## config.mk

```make
export PLATFORM = sky130hd
export DESIGN_NAME = atrial_mode_switch
export DESIGN_NICKNAME = d
export VERILOG_FILES = /design/src/rtl/atrial_mode_switch_pkg.sv /design/src/rtl/atr_interval_meter.sv /design/src/rtl/tachy_score.sv /design/src/rtl/mode_switch_fsm.sv /design/src/rtl/atrial_mode_switch.sv
export SDC_FILE = /design/constraint.sdc
export NUM_CORES = 1
export LEC_CHECK = 0
export BUFFER_PORTS_ARGS = -buffer_cell sky130_fd_sc_hd__buf_2
export CAP_MARGIN = 10
export CORE_MARGIN = 8
export CORE_UTILIZATION = 38
export CTS_BUF_LIST = sky130_fd_sc_hd__clkbuf_4 sky130_fd_sc_hd__clkbuf_8
export CTS_CLUSTER_SIZE = 8
export DETAILED_ROUTE_END_ITERATION = 16
export SLEW_MARGIN = 20
export SYNTH_ARGS = -nofsm -noshare
export SYNTH_HDL_FRONTEND = slang
export SYNTH_HIERARCHICAL = 1
export SYNTH_SLANG_ARGS = --single-unit
```

## constraint.sdc

```tcl
create_clock -name clk -period 2.3 [get_ports clk]
set_clock_uncertainty 0.1 [all_clocks]
set_input_delay 0.115 -clock clk [delete_from_list [all_inputs] [get_ports clk]]
set_output_delay 0.115 -clock clk [all_outputs]
set_load 0.05 [all_outputs]
```

## src/rtl/atrial_mode_switch_pkg.sv

```systemverilog
package atrial_mode_switch_pkg;
   typedef enum logic [1:0] {
      MS_DUAL     = 2'd0,
      MS_CONFIRM  = 2'd1,
      MS_FALLBACK = 2'd2
   } ms_state_e;
endpackage

```

## src/rtl/atr_interval_meter.sv

```systemverilog
module atr_interval_meter #(
   parameter int TRIG_TICKS = 350
) (
   input  logic clk,
   input  logic rst_n,
   input  logic tick,
   input  logic atr_evt,
   output logic fast_p,
   output logic slow_p
);
   localparam int SW = $clog2(TRIG_TICKS + 1);
   localparam logic [SW-1:0] TRIG_V = SW'(TRIG_TICKS);

   logic [SW-1:0] since_q;
   logic          have_ref_q;

   // elapsed time saturates at the threshold: anything longer is slow anyway
   always_ff @(posedge clk) begin
      if (!rst_n) begin
         since_q    <= '0;
         have_ref_q <= 1'b0;
         fast_p     <= 1'b0;
         slow_p     <= 1'b0;
      end else begin
         fast_p <= 1'b0;
         slow_p <= 1'b0;
         if (atr_evt) begin
            if (have_ref_q) begin
               if (since_q < TRIG_V) fast_p <= 1'b1;
               else                  slow_p <= 1'b1;
            end
            have_ref_q <= 1'b1;
            since_q    <= '0;
         end else if (tick && (since_q != TRIG_V)) begin
            since_q <= since_q + 1'b1;
         end
      end
   end
endmodule

```

## src/rtl/tachy_score.sv

```systemverilog
module tachy_score #(
   parameter int CNT_MAX = 15,
   localparam int CW = $clog2(CNT_MAX + 1)
) (
   input  logic          clk,
   input  logic          rst_n,
   input  logic          inc,
   input  logic          dec,
   output logic [CW-1:0] cnt
);
   localparam logic [CW-1:0] MAX_V = CW'(CNT_MAX);

   always_ff @(posedge clk) begin
      if (!rst_n) begin
         cnt <= '0;
      end else if (inc && !dec) begin
         if (cnt != MAX_V) cnt <= cnt + 1'b1;
      end else if (dec && !inc) begin
         if (cnt != '0) cnt <= cnt - 1'b1;
      end
   end
endmodule

```

## src/rtl/mode_switch_fsm.sv

```systemverilog
module mode_switch_fsm
   import atrial_mode_switch_pkg::*;
#(
   parameter int CW        = 4,
   parameter int ENTRY_CNT = 8,
   parameter int DUR_VEVTS = 8
) (
   input  logic          clk,
   input  logic          rst_n,
   input  logic [CW-1:0] cnt,
   input  logic          vent_evt,
   output logic          fallback,
   output logic          to_fallback,
   output logic          to_dual
);
   localparam int DW = $clog2(DUR_VEVTS + 1);
   localparam logic [CW-1:0] ENTRY_V = CW'(ENTRY_CNT);
   localparam logic [DW-1:0] LAST_V  = DW'(DUR_VEVTS - 1);

   ms_state_e     st_q;
   logic [DW-1:0] dur_q;

   always_ff @(posedge clk) begin
      if (!rst_n) begin
         st_q        <= MS_DUAL;
         dur_q       <= '0;
         to_fallback <= 1'b0;
         to_dual     <= 1'b0;
      end else begin
         to_fallback <= 1'b0;
         to_dual     <= 1'b0;
         case (st_q)
            MS_DUAL: begin
               if (cnt >= ENTRY_V) begin
                  st_q  <= MS_CONFIRM;
                  dur_q <= '0;
               end
            end
            MS_CONFIRM: begin
               if (cnt == '0) begin
                  st_q <= MS_DUAL;
               end else if (vent_evt) begin
                  if (dur_q == LAST_V) begin
                     st_q        <= MS_FALLBACK;
                     to_fallback <= 1'b1;
                  end else begin
                     dur_q <= dur_q + 1'b1;
                  end
               end
            end
            MS_FALLBACK: begin
               if (cnt == '0) begin
                  st_q    <= MS_DUAL;
                  to_dual <= 1'b1;
               end
            end
            default: st_q <= MS_DUAL;
         endcase
      end
   end

   assign fallback = (st_q == MS_FALLBACK);
endmodule

```

## src/rtl/atrial_mode_switch.sv

```systemverilog
module atrial_mode_switch #(
   parameter int TRIG_TICKS = 350,
   parameter int CNT_MAX    = 15,
   parameter int ENTRY_CNT  = 8,
   parameter int DUR_VEVTS  = 8
) (
   input  logic clk,
   input  logic rst_n,
   input  logic tick,
   input  logic atr_sense,
   input  logic atr_refr,
   input  logic vent_evt,
   output logic fallback,
   output logic to_fallback,
   output logic to_dual
);
   localparam int CW = $clog2(CNT_MAX + 1);

   if (TRIG_TICKS < 2) begin : g_bad_trig
      $error("TRIG_TICKS must be at least 2");
   end
   if (ENTRY_CNT < 1 || ENTRY_CNT > CNT_MAX) begin : g_bad_entry
      $error("ENTRY_CNT must lie in 1..CNT_MAX");
   end
   if (DUR_VEVTS < 1) begin : g_bad_dur
      $error("DUR_VEVTS must be at least 1");
   end

   logic          fast_p, slow_p;
   logic [CW-1:0] cnt_q;

   atr_interval_meter #(.TRIG_TICKS(TRIG_TICKS)) u_meter (
      .clk(clk), .rst_n(rst_n), .tick(tick),
      .atr_evt(atr_sense | atr_refr),
      .fast_p(fast_p), .slow_p(slow_p)
   );

   tachy_score #(.CNT_MAX(CNT_MAX)) u_score (
      .clk(clk), .rst_n(rst_n), .inc(fast_p), .dec(slow_p), .cnt(cnt_q)
   );

   mode_switch_fsm #(.CW(CW), .ENTRY_CNT(ENTRY_CNT), .DUR_VEVTS(DUR_VEVTS)) u_fsm (
      .clk(clk), .rst_n(rst_n), .cnt(cnt_q), .vent_evt(vent_evt),
      .fallback(fallback), .to_fallback(to_fallback), .to_dual(to_dual)
   );
endmodule

```

==> run metrics <==
initial antenna violation count 0; status finished clean; diode count 0; worst hold slack between 0.07 and 0.08 ns; f_max roughly 0.52 GHz; final WL ~2600 um; final count of negative-setup-slack endpoints 0; Netlist Area Pre-Place approximately 0.0014 mm^2; Synth Area in Compound Gates 18.2%; largest family of logic cells by synthesized area simple AND/OR/NAND/NOR gates; Clk network pwr share a little under a third; Critical Path AT approximately 2 ns; non-filler instance count after layout about 210; drt drc 0; vias per inst around 5.5; slew margin rel. between 60% and 70%; CP cell instances inv_1 -> ha_1 -> inv_1 -> ha_1 -> a21oi_1 -> nand2_1 -> mux2_2 -> o2111ai_1; Logic pwr share 10.2%; CTS Buf Count 3; Die W about 76 um; DR WL/cell 12.5 um; sequential fraction of design power 58.8%; Syn Area/Cell just under 9 um^2; Sw Share roughly a quarter; die area between 0.005 and 0.006 mm^2; crit-path max FO 6; Unique masters post-synth 46; #FFs+latches synth 24; Syn Inst Count 155; CP max-delay cell ha_1; H-tree Lvls 1; Nets between 150 and 200; worst vdd ir about 200 uV; clock sinks 24; antenna-violating nets left 0; Root Driver clkbuf_4; global-route wire length before repair 4460 um; pin count of the biggest net entering global routing 20; biggest cell delay along the critical path around 0.34 ns; core area around 0.0034 mm^2; Internal around 0.00055 W; Top-Level Pins 9; IO buf count 8; Final min period roughly 1.9 ns; most common cell after layout, fill and taps aside dfxtp_1; GR Util All Layers about a tenth; CTS tree built; pre-CTS setup slack between 0.4 and 0.5 ns; HPWL after detailed placement roughly 2000 um; Final Hold Vio Count 0; die height 75.6 um; unrepaired setup endpoints after global routing no; CP Data Required Time 2.41 ns; Crit Path Class reg2reg; most frequent cells in the layout 24 x dfxtp_1, 14 x nand2_1, 10 x nor2_1, 10 x nand3_1, 9 x a21oi_1; hold crit path type in2reg; GRT overflow 0; mux share of post-synthesis cell area approximately 3.8%; max cap viols 0; layout cells sized above 1 between 10% and 20%; Critical Path End Type register; crit path launch type register; setup TNS 0 ns; Reg2Reg Setup Slack between 0.3 and 0.4 ns; FP Rows 21; post-synthesis net count roughly 170; vias in the first global route slightly above 1000; gpl congestion 0.816; P&R area growth vs syn 10.0%; Final Cycle Share between 80% and 90%; Lkg Pwr 0.529 nW; sequential-to-total area share from yosys stat between 30% and 40%; 1st-pass router iterations 4; deepest clock path buffer count 2; DRT iter0 DRCs 61; Synth Area in XOR/XNOR less than 1%; Cell Pwr Density slightly below 500 mW/mm^2; Skew-Pair Late Insertion Delay between 0.3 and 0.4 ns; adder-cell area share of the yosys netlist roughly 7.0%; Starting Density 40.1%; vias post-DR 1160; Worst-Margin Slew roughly 0.51 ns; Synth Area in Simple Gates 32.4%; Ys Warns 6; P_sw ~0.00018 W; Fill cells 356; Slew Viols, Final 0; clock transition at the registers of the reported paths about 0.14 ns; placed cell count about 210; Final WS setup about 0.39 ns
## flip-flops by register name, summed over array words and instances (netlist names)
register and count:
u_score/cnt 4, u_meter/slow_p 1, u_meter/since_q 9, u_fsm/dur_q 4, u_fsm/st_q 2, u_fsm/to_fallback 1
u_meter/have_ref_q 1, u_meter/fast_p 1, u_fsm/to_dual 1
## cells by family (layout without fill, tap and decap cells)
family                   after synthesis  in the layout
XOR/XNOR                               1              1
AO/OA/AOI/OAI                         36             36
AND/OR/NAND/NOR                       74             74
buffers and inverters                  8             19
flip-flops                            24             24
multiplexers                           5              5
adder cells (fa/ha/maj)                7              7
## per-layer routing
metal | GRT usage (%) | share of wire (%) | vias up | wire, um
met4 | 3.20 | 0.95 | 0 | 25
met3 | 2.50 | 3.0 | 4 | 79
met5 | 0 | 0 | - | 0
met1 | 12.2 | 51 | 542 | 1340
li1 | - | - | 604 | -
met2 | 15.8 | 45 | 10 | 1200
## cells in the mapped netlist, drive strengths merged
cell type	count	share of area (%)
buf	1	0.37
nand3	13	5.9
o31ai	2	1.1
or4	3	2.2
fa	1	1.5
and4bb	1	0.93
nand2	14	3.9
or2	1	0.46
and3b	1	0.65
a31o	3	1.9
dfxtp	24	36
a31oi	6	2.8
o2111ai	1	0.65
nand3b	1	0.56
or3	3	1.6
o211ai	2	1.1
and2	1	0.46
xor2	1	0.65
nand4	7	3.7
nor3	4	1.5
o21ai	8	3.0
o21a	1	0.56
o221ai	1	1.9
mux2	1	0.83
nor2	10	2.8
a211oi	2	1.1
and4	1	0.74
clkbuf	1	0.28
inv	6	1.7
a21oi	9	3.3
nor4	1	0.46
nand2b	4	1.9
and2b	1	0.65
ha	6	5.6
or3b	1	0.65
o311ai	1	0.65
nor2b	3	1.4
and3	4	2.0
mux2i	4	3.0
## through the flow
step	util, %	power [W]	cell area (um^2)
after detailed placement	42.8	0.000514	1440
after floorplan	-	0.000494	1350
after global routing	44.2	0.000764	1490
after CTS	44.2	0.000745	1490
after global placement	42.8	0.000512	1440
final	44.2	0.000734	1490
## worst max-delay path, delay by kind of cell, from the launching register on
kind                     cells  cell delay (ns)
adder cells (fa/ha/maj)      2             0.57
flip-flops                   1             0.32
AO/OA/AOI/OAI                2             0.30
multiplexers                 1             0.23
buffers and inverters        2             0.18
AND/OR/NAND/NOR              1             0.10
## what timing repair did
action,4_1_cts,5_1_grt
setup buffers,0,0
resized for setup,0,0
hold buffers,1,0
hold endpoints to repair,1,0
## area by class of cell
class                           count  area (um^2)  share of cell area, %
Inverter                            6         22.5                   1.52
Timing Repair Buffer                9         50.0                   3.37
Tap cell                           46         57.6                   3.88
Multi-Input combinational cell    123          838                   56.4
Clock buffer                        4         36.3                   2.44
Sequential cell                    24          480                   32.4
## power groups by stage
stage	sequential (W)	clock, W	combinational (W)
2_1_floorplan	0.000437	0	0.0000572
3_3_place_gp	0.000441	0	0.0000709
3_5_place_dp	0.000441	0	0.0000733
4_1_cts	0.000432	0.000238	0.0000747
5_1_grt	0.000433	0.000245	0.0000851
6_report	0.000432	0.000228	0.0000747
## worst paths after layout
kind,from,endpoint,cells after the start
setup / recovery,u_meter/slow_p,u_score/cnt[3],8
hold / removal,atr_sense,u_meter/have_ref_q,3
setup reg to reg,u_meter/slow_p,u_score/cnt[3],8
hold reg to reg,u_meter/have_ref_q,u_meter/have_ref_q,1
Power figures use the tool's default switching activity.
